**src/rtl/pfd_pkg.sv**
```systemverilog
package pfd_pkg;

    // Header layout, in byte index from the first byte of the frame
    localparam int MAC_BYTES  = 6;
    localparam int TYPE_BYTES = 2;
    localparam int OPC_BYTES  = 2;
    localparam int QNT_BYTES  = 2;

    localparam int DA_POS   = 0;
    localparam int SA_POS   = DA_POS + MAC_BYTES;
    localparam int TYPE_POS = SA_POS + MAC_BYTES;
    localparam int OPC_POS  = TYPE_POS + TYPE_BYTES;
    localparam int QNT_POS  = OPC_POS + OPC_BYTES;
    localparam int HDR_LAST = QNT_POS + QNT_BYTES - 1;
    localparam int IDX_SAT  = HDR_LAST + 1;

    localparam int IDX_W    = $clog2(IDX_SAT + 1);
    localparam int ADDR_W   = 8 * MAC_BYTES;
    localparam int TYPE_W   = 8 * TYPE_BYTES;
    localparam int OPC_W    = 8 * OPC_BYTES;
    localparam int QUANTA_W = 8 * QNT_BYTES;

    typedef logic [IDX_W-1:0] hdr_idx_t;

    typedef enum logic [2:0] {
        ST_IDLE,
        ST_DEST,
        ST_SRC,
        ST_TYPE,
        ST_OPCODE,
        ST_QUANTA,
        ST_PAYLOAD
    } pfd_state_e;

    typedef struct packed {
        logic mc_miss;
        logic uc_miss;
        logic type_miss;
        logic op_miss;
    } pfd_miss_t;

endpackage

```
**src/rtl/pfd_byte_index.sv**
```systemverilog
module pfd_byte_index
    import pfd_pkg::*;
(
    input  logic     clk,
    input  logic     rst_n,
    input  logic     rx_valid,
    input  logic     rx_sof,
    input  logic     in_frame,
    output hdr_idx_t cur_idx,
    output logic     byte_live
);

    localparam hdr_idx_t SAT = hdr_idx_t'(IDX_SAT);

    hdr_idx_t idx_q;

    // A byte belongs to a frame if it opens one or one is already open
    assign byte_live = rx_valid && (rx_sof || in_frame);
    assign cur_idx   = rx_sof ? '0 : idx_q;

    always_ff @(posedge clk) begin
        if (!rst_n) begin
            idx_q <= '0;
        end else if (byte_live) begin
            idx_q <= (cur_idx == SAT) ? SAT : cur_idx + hdr_idx_t'(1);
        end
    end

    // a stray byte outside a frame leaves the count alone
    p_stray_byte_ignored_r11 : assert property (@(posedge clk) disable iff (!rst_n)
        (rx_valid && !rx_sof && !in_frame) |=> $stable(idx_q));

endmodule

```
**src/rtl/pfd_hdr_match.sv**
```systemverilog
module pfd_hdr_match
    import pfd_pkg::*;
#(
    parameter logic [OPC_W-1:0] PAUSE_OPCODE = 16'h0001
) (
    input  logic                clk,
    input  logic                rst_n,
    input  logic                byte_live,
    input  logic                rx_sof,
    input  hdr_idx_t            cur_idx,
    input  logic [7:0]          rx_data,
    input  logic [ADDR_W-1:0]   cfg_ctrl_addr,
    input  logic [ADDR_W-1:0]   cfg_station_addr,
    input  logic [TYPE_W-1:0]   cfg_ctrl_type,
    output pfd_miss_t           miss_next,
    output logic [QUANTA_W-1:0] quanta_next
);

    pfd_miss_t           miss_q;
    logic [QUANTA_W-1:0] quanta_q;
    logic [MAC_BYTES-1:0] mc_hit;
    logic [MAC_BYTES-1:0] uc_hit;

    // Per-byte comparators for both destination candidates
    for (genvar g = 0; g < MAC_BYTES; g++) begin : g_addr_cmp
        assign mc_hit[g] = (rx_data == cfg_ctrl_addr[8*(MAC_BYTES-1-g) +: 8]);
        assign uc_hit[g] = (rx_data == cfg_station_addr[8*(MAC_BYTES-1-g) +: 8]);
    end

    always_comb begin
        miss_next   = rx_sof ? '0 : miss_q;
        quanta_next = quanta_q;
        if (byte_live) begin
            for (int i = 0; i < MAC_BYTES; i++) begin
                if (cur_idx == hdr_idx_t'(DA_POS + i)) begin
                    miss_next.mc_miss = miss_next.mc_miss | ~mc_hit[i];
                    miss_next.uc_miss = miss_next.uc_miss | ~uc_hit[i];
                end
            end
            for (int j = 0; j < TYPE_BYTES; j++) begin
                if (cur_idx == hdr_idx_t'(TYPE_POS + j)) begin
                    miss_next.type_miss = miss_next.type_miss |
                        (rx_data != cfg_ctrl_type[8*(TYPE_BYTES-1-j) +: 8]);
                end
            end
            for (int k = 0; k < OPC_BYTES; k++) begin
                if (cur_idx == hdr_idx_t'(OPC_POS + k)) begin
                    miss_next.op_miss = miss_next.op_miss |
                        (rx_data != PAUSE_OPCODE[8*(OPC_BYTES-1-k) +: 8]);
                end
            end
            for (int m = 0; m < QNT_BYTES; m++) begin
                if (cur_idx == hdr_idx_t'(QNT_POS + m)) begin
                    quanta_next[8*(QNT_BYTES-1-m) +: 8] = rx_data;
                end
            end
        end
    end

    always_ff @(posedge clk) begin
        if (!rst_n) begin
            miss_q   <= '0;
            quanta_q <= '0;
        end else if (byte_live) begin
            miss_q   <= miss_next;
            quanta_q <= quanta_next;
        end
    end

    // a start-of-frame byte cannot leave a type or opcode mismatch behind
    p_sof_clears_history_r10 : assert property (@(posedge clk) disable iff (!rst_n)
        (byte_live && rx_sof) |=> (!miss_q.type_miss && !miss_q.op_miss));

endmodule

```
**src/rtl/pause_frame_detector.sv**
```systemverilog
module pause_frame_detector
    import pfd_pkg::*;
#(
    parameter logic [OPC_W-1:0] PAUSE_OPCODE = 16'h0001
) (
    input  logic                clk,
    input  logic                rst_n,
    input  logic                rx_valid,
    input  logic                rx_sof,
    input  logic                rx_eof,
    input  logic                rx_fcs_ok,
    input  logic [7:0]          rx_data,
    input  logic [ADDR_W-1:0]   cfg_ctrl_addr,
    input  logic [ADDR_W-1:0]   cfg_station_addr,
    input  logic [TYPE_W-1:0]   cfg_ctrl_type,
    input  logic                cfg_rx_pause_en,
    output logic                pause_det,
    output logic [QUANTA_W-1:0] pause_quanta
);

    localparam hdr_idx_t DA_LAST   = hdr_idx_t'(SA_POS - 1);
    localparam hdr_idx_t SA_LAST   = hdr_idx_t'(TYPE_POS - 1);
    localparam hdr_idx_t TYPE_LAST = hdr_idx_t'(OPC_POS - 1);
    localparam hdr_idx_t OPC_LAST  = hdr_idx_t'(QNT_POS - 1);
    localparam hdr_idx_t QNT_LAST  = hdr_idx_t'(HDR_LAST);

    pfd_state_e          state_q, state_d;
    hdr_idx_t            cur_idx;
    logic                byte_live;
    logic                frame_end;
    logic                accept;
    pfd_miss_t           miss_next;
    logic [QUANTA_W-1:0] quanta_next;

    pfd_byte_index u_index (
        .clk       (clk),
        .rst_n     (rst_n),
        .rx_valid  (rx_valid),
        .rx_sof    (rx_sof),
        .in_frame  (state_q != ST_IDLE),
        .cur_idx   (cur_idx),
        .byte_live (byte_live)
    );

    pfd_hdr_match #(.PAUSE_OPCODE(PAUSE_OPCODE)) u_match (
        .clk              (clk),
        .rst_n            (rst_n),
        .byte_live        (byte_live),
        .rx_sof           (rx_sof),
        .cur_idx          (cur_idx),
        .rx_data          (rx_data),
        .cfg_ctrl_addr    (cfg_ctrl_addr),
        .cfg_station_addr (cfg_station_addr),
        .cfg_ctrl_type    (cfg_ctrl_type),
        .miss_next        (miss_next),
        .quanta_next      (quanta_next)
    );

    assign frame_end = byte_live && rx_eof;

    // Next-state logic
    always_comb begin
        state_d = state_q;
        if (frame_end) begin
            state_d = ST_IDLE;
        end else if (byte_live && rx_sof) begin
            state_d = ST_DEST;
        end else if (byte_live) begin
            unique case (state_q)
                ST_IDLE:    state_d = ST_IDLE;
                ST_DEST:    if (cur_idx == DA_LAST)   state_d = ST_SRC;
                ST_SRC:     if (cur_idx == SA_LAST)   state_d = ST_TYPE;
                ST_TYPE:    if (cur_idx == TYPE_LAST) state_d = ST_OPCODE;
                ST_OPCODE:  if (cur_idx == OPC_LAST)  state_d = ST_QUANTA;
                ST_QUANTA:  if (cur_idx == QNT_LAST)  state_d = ST_PAYLOAD;
                ST_PAYLOAD: state_d = ST_PAYLOAD;
                default:    state_d = ST_IDLE;
            endcase
        end
    end

    // State register
    always_ff @(posedge clk) begin
        if (!rst_n) state_q <= ST_IDLE;
        else        state_q <= state_d;
    end

    // Frame decision at the last byte
    assign accept = frame_end && rx_fcs_ok && cfg_rx_pause_en
                 && (cur_idx >= QNT_LAST)
                 && !(miss_next.mc_miss && miss_next.uc_miss)
                 && !miss_next.type_miss
                 && !miss_next.op_miss;

    // Output register
    always_ff @(posedge clk) begin
        if (!rst_n) begin
            pause_det    <= 1'b0;
            pause_quanta <= '0;
        end else begin
            pause_det <= accept;
            if (accept) pause_quanta <= quanta_next;
        end
    end

    // strobe only after an end-of-frame byte with good FCS
    p_det_after_good_eof_r7 : assert property (@(posedge clk) disable iff (!rst_n)
        pause_det |-> $past(rx_valid && rx_eof && rx_fcs_ok));

    // strobe lasts a single cycle
    p_det_single_cycle_r7 : assert property (@(posedge clk) disable iff (!rst_n)
        pause_det |=> !pause_det);

    // no strobe while receive pausing is disabled
    p_det_needs_enable_r9 : assert property (@(posedge clk) disable iff (!rst_n)
        pause_det |-> $past(cfg_rx_pause_en));

    // quanta move only with a detection
    p_quanta_hold_r6 : assert property (@(posedge clk) disable iff (!rst_n)
        !pause_det |-> $stable(pause_quanta));

    // without a start-of-frame byte the idle state is kept
    p_idle_kept_r11 : assert property (@(posedge clk) disable iff (!rst_n)
        (state_q == ST_IDLE && !(rx_valid && rx_sof)) |=> state_q == ST_IDLE);

endmodule

```
**config.mk**
```make
export PLATFORM = sky130hd
export DESIGN_NAME = pause_frame_detector
export DESIGN_NICKNAME = d
export VERILOG_FILES = /design/src/rtl/pfd_pkg.sv /design/src/rtl/pfd_byte_index.sv /design/src/rtl/pfd_hdr_match.sv /design/src/rtl/pause_frame_detector.sv
export SDC_FILE = /design/constraint.sdc
export NUM_CORES = 1
export LEC_CHECK = 0
export BUFFER_PORTS_ARGS = -buffer_cell sky130_fd_sc_hd__buf_2
export CAP_MARGIN = 20
export CORE_ASPECT_RATIO = 1.2
export CORE_UTILIZATION = 49
export DETAILED_ROUTE_END_ITERATION = 10
export PLACE_DENSITY = 0.88
export RECOVER_POWER = 50
export SYNTH_ARGS = -nofsm -noshare
export SYNTH_HDL_FRONTEND = slang
export SYNTH_SLANG_ARGS = --single-unit
```
**constraint.sdc**
```tcl
create_clock -name clk -period 3.41 [get_ports clk]
set_input_delay 0.682 -clock clk [delete_from_list [all_inputs] [get_ports clk]]
set_output_delay 0.682 -clock clk [all_outputs]
set_load 0.005 [all_outputs]
```
Word-level counts from Yosys, hierarchy flattened
Index checks and enable logic that the tools add are counted.
{ "word_totals": {"in_bits": 127, "elab_cells": 139, "ff_bits": 45, "output_inout_bits": 17} }
{ "classes": {"magnitude_cmp": 1, "mux": 32, "reduce_logical": 22, "add_sub_neg": 1, "n_eq_ne": 44, "bitwise_logic": 29} }
{ "op_table": {"columns": ["cell", "n"], "rows": [
  ["$eq A8 B8 Y1", 12],
  ["$eq A5 B4 Y1 const B", 5],
  ["$mux W2", 11],
  ["$pmux W3 S6", 1],
  ["$mux W16", 1],
  ["$mux W8", 2],
  ["$ne A8 B8 Y1", 2],
  ["$or A1 B1 Y1", 16],
  ["$eq A5 B5 Y1 const B", 3],
  ["$mux W3", 5],
  ["$ne A3 B3 Y1 const B", 5],
  ["$not A1 Y1", 13],
  ["$reduce_and A6 Y1", 2],
  ["$eq A5 B2 Y1 const B", 2],
  ["$eq A5 B3 Y1 const B", 2],
  ["$logic_and A1 B1 Y1", 10],
  ["$mux W5", 2],
  ["$ne A2 B2 Y1 const B", 5],
  ["$eq A3 B3 Y1 const B", 3],
  ["$mux W1", 8],
  ["$mux W4", 2],
  ["$ne A8 B1 Y1 const B", 1],
  ["$reduce_bool A8 Y1", 1],
  ["$eq A3 B2 Y1 const B", 2],
  ["other kinds (11)", 13]
]} }

Depth between registers and ports, before layout
Gate-level depths: netlist of the first run.
{ "depth": {"word_depth": 25, "depth_mapped": 12, "ltp_nobuf": 10} }

By module
Synthesis of the first run repeated with hierarchy kept, for this count alone.
{ "hier_totals": {"hier_cells": 408, "hier_area_um2": 3599.7} }
{ "modules_own_cells": {"columns": ["mod", "cells_per_inst", "seq_area_each_um2", "instances", "area_each_um2"], "rows": [
  ["pfd_hdr_match", 274, 400.4, 1, 2346.0],
  ["pause_frame_detector", 96, 400.4, 1, 940.9],
  ["pfd_byte_index", 38, 100.1, 1, 312.8]
]} }

Least setup slack after synthesis of the first run
No wires, ideal clock.
{ "synth_timing": {"path_kind": "in2reg", "startpoint": "in rx_sof", "endpoint": "reg pause_quanta[0]", "required_ns": 3.289, "setup_ns": 0.121, "setup_slack_ns": 0.307, "path_stages": 11, "arrival_ns": 2.982, "cell_sequence": "clkbuf_1 > nand2b_1 > inv_1 > ha_1 > buf_1 > o21ai_0 > nand4_1 > a2111o_1 > a211oi_4 > buf_8 > mux2_4"} }
{ "synth_via": {"elab_chain_len": 24} }
{ "synth_lines": {"columns": ["element", "line", "rtl"], "rows": [
  ["from (decl)", "pause_frame_detector.sv:9", "input logic rx_sof,"],
  ["$mux W5 or $mux W4 (tied branches)", "pfd_byte_index.sv:19, pfd_hdr_match.sv:31", null],
  ["$logic_not A5 Y1, or another cell as far along", "pfd_hdr_match.sv:35", "if (cur_idx == hdr_idx_t'(DA_POS + i)) begin"],
  ["$mux W2", "pfd_hdr_match.sv:35", null],
  ["$mux W2", "pfd_hdr_match.sv:33", "if (byte_live) begin"],
  ["$or A1 B1 Y1, on equally long branches", "pfd_hdr_match.sv:36, pfd_hdr_match.sv:37", null],
  ["$mux W2", "pfd_hdr_match.sv:35", null],
  ["$mux W2", "pfd_hdr_match.sv:33", null],
  ["$or A1 B1 Y1, on equally long branches", "pfd_hdr_match.sv:36, pfd_hdr_match.sv:37", null],
  ["[... 8 more ...]", null, null],
  ["$or A1 B1 Y1, on equally long branches", "pfd_hdr_match.sv:36, pfd_hdr_match.sv:37", null],
  ["$mux W2", "pfd_hdr_match.sv:35", null],
  ["$mux W4", "pfd_hdr_match.sv:33", null],
  ["$logic_and A1 B1 Y1", "pause_frame_detector.sv:91", "&& !(miss_next.mc_miss && miss_next.uc_miss)"],
  ["$logic_not A1 Y1", "pause_frame_detector.sv:91", null],
  ["$logic_and A1 B1 Y1", "pause_frame_detector.sv:91", null],
  ["$logic_and A1 B1 Y1", "pause_frame_detector.sv:92", "&& !miss_next.type_miss"],
  ["$logic_and A1 B1 Y1", "pause_frame_detector.sv:93", "&& !miss_next.op_miss;"],
  ["to (signal assigned)", "pause_frame_detector.sv:102", "if (accept) pause_quanta <= quanta_next;"],
  ["to (decl)", "pause_frame_detector.sv:18", "output logic [QUANTA_W-1:0] pause_quanta"]
]} }
Several ways; a longest one is shown, not always the timed one. The select of a mux whose other input is x is not followed.
A chain may end at the register's enable or synchronous reset.

Worst setup path in the final report of the first run
{ "layout_timing": {"startpoint": "in rx_data[6]", "endpoint": "reg pause_quanta[6]"} }
{ "layout_via": {"elab_chain_len": 25} }
{ "layout_lines": {"columns": ["element", "line", "rtl"], "rows": [
  ["from (decl)", "pause_frame_detector.sv:12", "input logic [7:0] rx_data,"],
  ["$eq A8 B8 Y1, on equally long branches", "pfd_hdr_match.sv:26, pfd_hdr_match.sv:27", null],
  ["$not A1 Y1, on equally long branches", "pfd_hdr_match.sv:36, pfd_hdr_match.sv:37", null],
  ["$or A1 B1 Y1, on equally long branches", "pfd_hdr_match.sv:36, pfd_hdr_match.sv:37", null],
  ["$mux W2", "pfd_hdr_match.sv:35", null],
  ["$mux W2", "pfd_hdr_match.sv:33", null],
  ["$or A1 B1 Y1, on equally long branches", "pfd_hdr_match.sv:36, pfd_hdr_match.sv:37", null],
  ["$mux W2", "pfd_hdr_match.sv:35", null],
  ["$mux W2", "pfd_hdr_match.sv:33", null],
  ["[... 9 more ...]", null, null],
  ["$or A1 B1 Y1, on equally long branches", "pfd_hdr_match.sv:36, pfd_hdr_match.sv:37", null],
  ["$mux W2", "pfd_hdr_match.sv:35", null],
  ["$mux W4", "pfd_hdr_match.sv:33", null],
  ["$logic_and A1 B1 Y1", "pause_frame_detector.sv:91", null],
  ["$logic_not A1 Y1", "pause_frame_detector.sv:91", null],
  ["$logic_and A1 B1 Y1", "pause_frame_detector.sv:91", null],
  ["$logic_and A1 B1 Y1", "pause_frame_detector.sv:92", null],
  ["$logic_and A1 B1 Y1", "pause_frame_detector.sv:93", null]
]} }
Several ways; a longest one is shown, not always the timed one. The select of a mux whose other input is x is not followed.

==> metrics.md, run 1 <==
| Metric | Value |
|---|---|
| Status | finished clean |
| Synthesized instance count | 389 |
| Endpoints failing setup | 0 |
| Post-synth ARST share | 0% |
| Clock Tree Buf Depth | 2 |
| Period utilisation layout | 87.9% |
| Port bufs | 143 |
| Core area | 6900 um^2 |
| Antenna violations before repair | 0 |
| Fmax | 334 MHz |
| First DRT Iteration DRCs | 206 |
| Chip width | 79.7 um |
| Synth-to-layout area growth | 21.8% |
| Vias per std cell | 5.48 |
| Vias in the first global route | 3647 |
| WL/cell | 17.2 um |
| Final Hold Violating Endpoints | 0 |
| WP data arrival | 3.20 ns |
| Worst-path cell chain | buf_2 -> xor2_1 -> nor4_1 -> a21oi_1 -> a311oi_1 -> a21oi_1 -> a211oi_4 -> buf_12 -> mux2_2 |
| Initial core utilization | 51.4% |
| Syn Std Cell Area | 3550 um^2 |
| CP Capture Type | flip-flop |
| Final setup TNS | 0 ns |
| GPL Wtd Cong | 0.938 |
| Net Count, Synth | 521 |
| Diodes inserted | 0 |
| Min-delay src | u_match.miss_q[0] |
| Pin count of the biggest net entering global routing | 24 |
| Worst Tran Pin Value | 0.861 ns |
| Clk pin slew, worst setup/hold paths | 0.08 ns |
| PD cells | 292 nW/um^2 |
| Layout cells sized above 1 | 32.8% |
| I/O Pins | 144 |
| Tmin final | 3.00 ns |
| Syn avg cell area | 9.12 um^2 |
| Worst vdd ir | 0.000255 V |
| Total GRT Usage | 29.4% |
| Startpoint types | primary input |
| DRT Pass-1 Iters | 4 |
| Drt total wl | 10.5 mm |
| CP Max Fanout | 17 |
| GRT overflow | 0 |
| Top-area cell type share of the netlist area | 25.4% |
| First-pass GRT wire length | 17.0 mm |
| Yosys warning count | 0 |
| Slew Viols, Final | 0 |
| Worst reg2reg startpoint | u_index.idx_q[0] |
| CTS tree | yes |
| CP Class | primary input to flip-flop |
| Area leader, netlist | dfxtp_1 |
| Max incr delay on CP | 0.45 ns |
| H-tree depth | 2 |
| Row count | 33 |
| Lkg Pwr | 1.91 nW |
| Worst Clk Skew | 0.00996 ns |
| CTS Sinks | 45 |
| RSZ-0062 raised after global routing | false |
| Max Cap Violations | 0 |
| Post-route worst setup slack | 0.413 ns |
| Post-CTS Setup Inserts | 0 |
| Die Y | 95.2 um |
| Drt drc | 0 |
| Synth cell types | 48 |
| DP HPWL | 7.92 mm |
| Cell mode on critical path | a21oi_1 |
| Critical Path Source | rx_data[6] |
| CP required | 3.61 ns |
| Overall die area | 7580 um^2 |
| Placement Setup Slack | 0.168 ns |
| CTS Buf Count | 5 |
| CTS-repair resized insts | 0 |
| Root Buffer | clkbuf_8 |
| Worst-Skew Late Latency | 0.31 ns |
| Ranking of synthesized cells by area | dfxtp_1 25%, xnor2_1 18%, xor2_1 10% |
| Relative slew slack | 42.6% |
| Routed Antenna Nets | 0 |
| Post-synth EDFFs | 0 |
| Register area share after synthesis | 25.4% |
| CP max-delay cell | buf_2 |
| Count leader, synth | xnor2_1 |
| FF+latch count, synth | 45 |
| Post-layout util | 62.6% |
| Hold-fix buffers at CTS | 0 |
| Synth top cells by count | 72 x xnor2_1, 45 x dfxtp_1, 41 x xor2_1 |
| Fill cells | 582 |
| Vias | 3339 |
| Total power | 0.00126 W |
| HP Class | flip-flop to flip-flop |
| Final layout net count | 654 |
| Prevailing post-synth register cell | dfxtp_1 |
stage by stage:
step | cell area, um^2 | instances | hold WS (ns)
final | 4320 | 609 | 0.473
after global routing | 4320 | 609 | 0.507
after CTS | 4330 | 609 | 0.468
after detailed placement | 4230 | 602 | 0.455
after global placement | 4230 | 602 | 0.468
after floorplan | 3550 | 389 | 0.437
registers in the layout (all words and copies together) (netlist names):
signal / flops
pause_det: 1
pause_quanta: 16
state_q: 3
u_index.idx_q: 5
u_match.miss_q: 4
u_match.quanta_q: 16
per-layer routing:
| metal | global-route usage, % | routed length [um] | vias to the layer above |
|---|---|---|---|
| met5 | 0 | 0 | - |
| met4 | 15.8 | 353 | 0 |
| met3 | 4.02 | 804 | 26 |
| met2 | 52.7 | 5310 | 147 |
| met1 | 33.4 | 3980 | 1568 |
| li1 | - | - | 1598 |
placed cells by master (no fill, tap or decap), drive strengths merged, types with 14 or more instances in the layout:
cell	count
mux2i	17
xnor2	72
clkbuf	17
and2	17
nand4	19
a21oi	14
xor2	41
mux2	16
nor2	24
buf	141
dfxtp	45
nand2	16
report_power, final:
group          internal [W]  switching (W)  leakage, nW
Combinational      0.000155       0.000165         1.49
Clock              0.000213       0.000189       0.0540
Sequential         0.000532     0.00000550        0.364
logic make-up (layout without fill, tap and decap cells):
group | Yosys count | count (layout) | synth area share (%)
and+or+nand+nor | 117 | 117 | 18.3
xor gates and xnor gates | 113 | 113 | 27.9
AOI/OAI and AO/OA | 45 | 45 | 8.86
DFF | 45 | 45 | 25.4
muxes | 33 | 33 | 10.8
buffers and inverters | 31 | 164 | 6.88
adders and majority gates | 5 | 5 | 1.76
worst paths after layout:
kind	slack [ns]	endpoint	depth (start not counted)
worst max-delay path	0.41	pause_quanta[6]	9
worst min-delay path	0.47	u_match.miss_q[0]	2
worst max register to register	0.84	pause_quanta[6]	10
worst min register to register	0.47	u_match.miss_q[0]	2
critical path, delay by kind of cell:
| kind | cells | cell delay [ns] |
|---|---|---|
| xor gates and xnor gates | 1 | 0.13 |
| and+or+nand+nor | 1 | 0.41 |
| buffers and inverters | 2 | 0.66 |
| muxes | 1 | 0.35 |
| AOI/OAI and AO/OA | 4 | 0.94 |
layout make-up:
cell class / instances / area [um^2] / area share, %
Tap cell: 87 / 109 / 2.52
Timing Repair Buffer: 153 / 788 / 18.3
Sequential cell: 45 / 901 / 20.9
Clock buffer: 5 / 68.8 / 1.59
Multi-Input combinational cell: 313 / 2400 / 55.6
Clock inverter: 2 / 35.0 / 0.811
Inverter: 4 / 15.0 / 0.348
Power figures use the tool's default switching activity.
==> run 2, diff against run 1 <==
ABC_CLOCK_PERIOD_IN_PS = 3410   (was unset)
PLACE_DENSITY = 0.81   (was 0.88)
==> run 2 against run 1 <==
Net effect: register-to-register slack worse by 0.05 ns; sequential power about the same; critical endpoint is now pause_quanta[7]; hold slack got worse by 0.0090 ns; design area fell by 1.1%; worst setup slack better by 0.036 ns.
==> metrics.md, run 2 (same netlist as run 1, synthesis figures left out) <==
| Metric | Value |
|---|---|
| Hold-fix buffers at CTS | 0 (unchanged) |
| Synth-to-layout area growth | 20.4% (was 21.8%) |
| Die Y | 95.2 um (unchanged) |
| Post-Place Cells | 599 (was 602) |
| Relative slew slack | 53.9% (was 42.6%) |
| Total GRT Usage | 27.2% (was 29.4%) |
| Drt drc | 0 (unchanged) |
| Diodes inserted | 0 (unchanged) |
| Row count | 33 (unchanged) |
| I/O Pins | 144 (unchanged) |
| Leading cell types in the layout, fill and taps excluded | 134 x buf_2, 72 x xnor2_1, 45 x dfxtp_1 (was 131 x buf_2, 72 x xnor2_1, 45 x dfxtp_1) |
| Clk network pwr share | 28.2% (was 31.9%) |
| PD cells | 277 nW/um^2 (was 292 nW/um^2) |
| Initial core utilization | 51.4% (unchanged) |
| Core area | 6900 um^2 (unchanged) |
| Overall die area | 7580 um^2 (unchanged) |
| Period utilisation layout | 86.8% (was 87.9%) |
| Routed Antenna Nets | 0 (unchanged) |
| Chip width | 79.7 um (unchanged) |
| CP Capture Type | flip-flop (unchanged) |
| Final Hold Violating Endpoints | 0 (unchanged) |
| Antenna violations before repair | 0 (unchanged) |
| Fill cells | 611 (was 582) |
| Clk pin slew, worst setup/hold paths | 0.09 ns (was 0.08 ns) |
| Final Non-Filler Cells | 607 (was 609) |
| Final setup TNS | 0 ns (unchanged) |
| DR top layer | met4 (unchanged) |
| Tmin final | 2.96 ns (was 3.00 ns) |
| Layout cells sized above 1 | 32.3% (was 32.8%) |
| Worst Clk Skew | 0.00187 ns (was 0.00996 ns) |
| RSZ-0062 raised after global routing | false (unchanged) |
| Startpoint types | primary input (unchanged) |
| Root Buffer | clkbuf_8 (unchanged) |
| Slew Viols, Final | 0 (unchanged) |
| Critical Path Source | rx_sof (was rx_data[6]) |
| Area of the multi-input gates | 2400 um^2 (about the same) |
| Clock Tree Buf Depth | 2 (unchanged) |
| Status | finished clean (unchanged) |
| Vias in the first global route | 3285 (was 3647) |
| Final layout net count | 651 (was 654) |
| Sw Share | 30.0% (was 28.5%) |
| HP Class | flip-flop to flip-flop (unchanged) |
| Fmax | 338 MHz (was 334 MHz) |
| First DRT Iteration DRCs | 223 (was 206) |
| Lkg Pwr | 1.88 nW (was 1.91 nW) |
| Port bufs | 143 (unchanged) |
| Sequential Area | 901 um^2 (unchanged) |
| Post-CTS Setup Inserts | 0 (unchanged) |
| GPL Wtd Cong | 0.960 (was 0.938) |
| CTS-repair resized insts | 0 (unchanged) |
| First-pass GRT wire length | 15.8 mm (was 17.0 mm) |
| WL/cell | 16.6 um (was 17.2 um) |
| CTS Sinks | 45 (unchanged) |
| CTS tree | yes (unchanged) |
| CTS Buf Count | 5 (unchanged) |
| CP Max Fanout | 17 (unchanged) |
| Worst reg2reg startpoint | state_q[1] (was u_index.idx_q[0]) |
| DR WL met2 | 5.24 mm (was 5.31 mm) |
| Worst-Skew Late Latency | 0.30 ns (was 0.31 ns) |
| H-tree depth | 2 (unchanged) |
| Min-delay src | u_match.miss_q[0] (unchanged) |
| Top flop regs | pause_quanta: 16 flops, u_match.quanta_q: 16 flops, u_index.idx_q: 5 flops (unchanged) |
| Commonest non-fill, non-tap cell in the layout | buf_2 (unchanged) |
| DRT Pass-1 Iters | 4 (unchanged) |
| GRT overflow | 0 (unchanged) |
| CP Class | primary input to flip-flop (unchanged) |
| Combinational Power Share | 26.4% (was 25.4%) |
| DP HPWL | 7.86 mm (was 7.92 mm) |
| CP required | 3.60 ns (was 3.61 ns) |
| Wire length on met3 | 521 um (was 804 um) |
| Pin count of the biggest net entering global routing | 24 (unchanged) |
| Post-layout util | 61.9% (was 62.6%) |
| WP data arrival | 3.15 ns (was 3.20 ns) |
| Vias | 3291 (was 3339) |
| Drt total wl | 10.1 mm (was 10.5 mm) |
| Worst Tran Pin Value | 0.690 ns (was 0.861 ns) |
| Met1 wire length | 4.04 mm (was 3.98 mm) |
| Endpoints failing setup | 0 (unchanged) |
| Worst vdd ir | 0.000211 V (was 0.000255 V) |
| Max Cap Violations | 0 (unchanged) |
| Switching power | 0.000355 W (was 0.000360 W) |
| Sequential Power Share | 45.4% (was 42.6%) |
| Vias per std cell | 5.42 (was 5.48) |
| Pint | 0.000829 W (was 0.000900 W) |
[run 2: final timing paths]
kind / depth (start not counted) / slack [ns] / end
max: 11 / 0.45 / pause_quanta[7]
min: 2 / 0.46 / u_match.miss_q[0]
max reg2reg: 8 / 0.79 / pause_quanta[7]
min reg2reg: 2 / 0.46 / u_match.miss_q[0]
[run 2: area by class of cell]
class / instances / share of cell area (%)
repair buffers: 150 / 17.8
well taps: 87 / 2.55
multi-input cells: 313 / 56.1
clock buffers: 6 / 1.70
inverters: 4 / 0.352
flip-flops and latches: 45 / 21.1
clock inverters: 2 / 0.352
[run 2: through the flow]
stage               setup WS, ns  total power [W]  cell area [um^2]  hold WS, ns
global route               0.320          0.00123              4270        0.525
detailed placement         0.179         0.000861              4210        0.454
floorplan                  0.307         0.000750              3550        0.437
global placement           0.241         0.000854              4210        0.447
CTS                        0.476          0.00118              4290        0.464
finish                     0.448          0.00118              4270        0.464
[run 2: per-layer routing]
metal / GRT usage, % / vias to the layer above
met5: 0 / -
met4: 10.8 / 0
met3: 4.50 / 29
met2: 50.2 / 139
met1: 30.7 / 1532
li1: - / 1591
[run 2: worst max-delay path: stages]
cell      delay, ns
buf_2          0.24
nand2b_1       0.23
inv_1          0.08
ha_1           0.27
and3_1         0.20
ha_1           0.21
o211ai_1       0.28
nand3_2        0.15
a211oi_4       0.23
buf_12         0.20
mux2_2         0.35
[run 2: power groups by stage]
stage | clock network [W] | logic, W | registers (W)
floorplan | 0 | 0.000202 | 0.000548
global placement | 0 | 0.000305 | 0.000549
detailed placement | 0 | 0.000311 | 0.000549
CTS | 0.000333 | 0.000313 | 0.000537
global route | 0.000356 | 0.000341 | 0.000538
finish | 0.000334 | 0.000313 | 0.000537
==> run 3, diff against run 2 <==
ABC_CLOCK_PERIOD_IN_PS = 3000   (was 3410)
clock period = 3 ns   (was 3.41 ns; I/O delays follow)
==> run 3 against run 2 <==
Net effect: clock power increased by 47%; highest routed layer unchanged; sequential power increased by 14%; die area unchanged; critical endpoint is now pause_quanta[14].
==> metrics.md, run 3 (same netlist as run 1, synthesis figures left out) <==
| Metric | Value |
|---|---|
| DP HPWL | 8.12 mm (was 7.86 mm) |
| Cell mode on critical path | clkbuf_1 (was ha_1) |
| RSZ-0062 raised after global routing | false (unchanged) |
| Layout cells sized above 1 | 34.0% (was 32.3%) |
| Vias | 3362 (was 3291) |
| CTS-repair resized insts | 0 (unchanged) |
| Hold-fix buffers at CTS | 0 (unchanged) |
| Worst vdd ir | 0.000301 V (was 0.000211 V) |
| Final layout net count | 666 (was 651) |
| Endpoints failing setup | 0 (unchanged) |
| CTS tree | yes (unchanged) |
| Post-layout util | 64.1% (was 61.9%) |
| Final Hold Violating Endpoints | 0 (unchanged) |
| Vias per std cell | 5.41 (was 5.42) |
| Worst-Skew Late Latency | 0.31 ns (was 0.30 ns) |
| CP Max Fanout | 10 (was 17) |
| Synth-to-layout area growth | 24.7% (was 20.4%) |
| CP Class | primary input to flip-flop (unchanged) |
| WP data arrival | 2.91 ns (was 3.15 ns) |
| Row count | 33 (unchanged) |
| CP Capture Type | flip-flop (unchanged) |
| Relative slew slack | 38.9% (was 53.9%) |
| First DRT Iteration DRCs | 143 (was 223) |
| Placement Setup Slack | 0.00472 ns (was 0.179 ns) |
| Leading cell types in the layout, fill and taps excluded | 133 x buf_2, 72 x xnor2_1, 45 x dfxtp_1 (was 134 x buf_2, 72 x xnor2_1, 45 x dfxtp_1) |
| Chip width | 79.7 um (unchanged) |
| Post-route worst setup slack | 0.301 ns (was 0.448 ns) |
| Post-route design area | 4420 um^2 (was 4270 um^2) |
| Overall die area | 7580 um^2 (unchanged) |
| Slew Viols, Final | 0 (unchanged) |
| GPL Wtd Cong | 0.908 (was 0.960) |
| Core area | 6900 um^2 (unchanged) |
| Worst-path cell chain | buf_2 -> clkbuf_1 -> o41a_1 -> clkbuf_1 -> nand3_1 -> clkbuf_1 -> mux2i_1 -> nor2_1 -> mux2_4 (was buf_2 -> nand2b_1 -> inv_1 -> ha_1 -> and3_1 -> ha_1 -> o211ai_1 -> nand3_2 -> a211oi_4 -> buf_12 -> mux2_2) |
| Antenna violations before repair | 0 (unchanged) |
| Post-CTS Setup Inserts | 0 (unchanged) |
| Max Cap Violations | 0 (unchanged) |
| HP Class | flip-flop to flip-flop (unchanged) |
| Drt drc | 0 (unchanged) |
| Placed inst area | 4330 um^2 (was 4210 um^2) |
| Top flop regs | pause_quanta: 16 flops, u_match.quanta_q: 16 flops, u_index.idx_q: 5 flops (unchanged) |
| H-tree depth | 2 (unchanged) |
| I/O Pins | 144 (unchanged) |
| Die Y | 95.2 um (unchanged) |
| Clk pin slew, worst setup/hold paths | 0.10 ns (was 0.09 ns) |
| Worst Tran Pin Value | 0.917 ns (was 0.690 ns) |
| Commonest non-fill, non-tap cell in the layout | buf_2 (unchanged) |
| CP top delay family | buffers and inverters (was simple AND/OR/NAND/NOR gates) |
| WL/cell | 16.9 um (was 16.6 um) |
| Pin count of the biggest net entering global routing | 24 (unchanged) |
| Tmin final | 2.70 ns |
| Final setup TNS | 0 ns (unchanged) |
| R2r setup slk | 0.46 ns (was 0.79 ns) |
| DRT Pass-1 Iters | 4 (unchanged) |
| Total GRT Usage | 28.3% (was 27.2%) |
| GRT overflow | 0 (unchanged) |
| CP required | 3.21 ns (was 3.60 ns) |
| Status | finished clean (unchanged) |
| Fmax | 370 MHz |
| Vias in the first global route | 3503 (was 3285) |
| Diodes inserted | 0 (unchanged) |
| Port bufs | 143 (unchanged) |
| Max incr delay on CP | 0.46 ns (was 0.35 ns) |
| CTS Buf Count | 5 (unchanged) |
| Startpoint types | primary input (unchanged) |
| Routed Antenna Nets | 0 (unchanged) |
| Lkg Pwr | 1.97 nW (was 1.88 nW) |
| Root Buffer | clkbuf_8 (unchanged) |
| Drt total wl | 10.5 mm (was 10.1 mm) |
| Period utilisation layout | 90.0% |
| Initial core utilization | 51.4% (unchanged) |
| CP max-delay cell | clkbuf_1 (was mux2_2) |
| Clock Tree Buf Depth | 2 (unchanged) |
| Crit path buf inv count | 4 (was 3) |
| WHS | 0.463 ns (was 0.464 ns) |
| CTS Sinks | 45 (unchanged) |
| PD cells | 334 nW/um^2 (was 277 nW/um^2) |
| Worst Clk Skew | 0.00955 ns (was 0.00187 ns) |
| First-pass GRT wire length | 16.4 mm (was 15.8 mm) |
[run 3: changes by cell type in the layout (fill, tap and decap cells not counted), moves of 2 or more]
cell	previous run	this run
clkbuf_1	12	14
buf_4	4	16
inv_6	0	2
clkinvlp_4	2	0
[run 3: worst paths after layout]
kind	cells after the start	endpoint	start
hold reg to reg	2	u_match.miss_q[0]	u_match.miss_q[0]
hold / removal	2	u_match.miss_q[0]	u_match.miss_q[0]
setup / recovery	9	pause_quanta[14]	rx_sof
setup reg to reg	7	pause_quanta[14]	state_q[1]
[run 3: cell type report]
cell class,instances,area (um^2)
fillers,611,2470
inverters,4,15.0
clock inverters,3,47.5
clock buffers,5,68.8
repair buffers,165,878
well taps,87,109
flip-flops and latches,45,901
multi-input cells,313,2400
[run 3: worst register-to-register path: stages (launching register included)]
cell and delay [ns]:
dfxtp_1 0.40, o41a_1 0.53, clkbuf_1 0.26, nand3_1 0.14, clkbuf_1 0.46, mux2i_1 0.27
nor2_1 0.08, mux2_4 0.29
[run 3: metrics by stage]
| stage | cells | power (W) |
|---|---|---|
| after floorplan | 389 | 0.000853 |
| after global placement | 614 | 0.000988 |
| after detailed placement | 614 | 0.000995 |
| after CTS | 622 | 0.00148 |
| after global routing | 622 | 0.00153 |
| final | 622 | 0.00148 |
[run 3: metal layers]
| layer | vias up | GRT usage (%) | wire [um] |
|---|---|---|---|
| li1 | 1622 | - | - |
| met1 | 1586 | 32.6 | 4340 |
| met2 | 125 | 50.5 | 5290 |
| met3 | 29 | 5.93 | 616 |
| met4 | 0 | 11.2 | 241 |
| met5 | - | 0 | 0 |
[run 3: report_power, final]
part | total [W] | leakage (nW) | switching, W | internal (W)
clock network | 0.000492 | 0.0591 | 0.000237 | 0.000254
registers | 0.000611 | 0.364 | 0.00000655 | 0.000605
logic | 0.000373 | 1.55 | 0.000189 | 0.000184
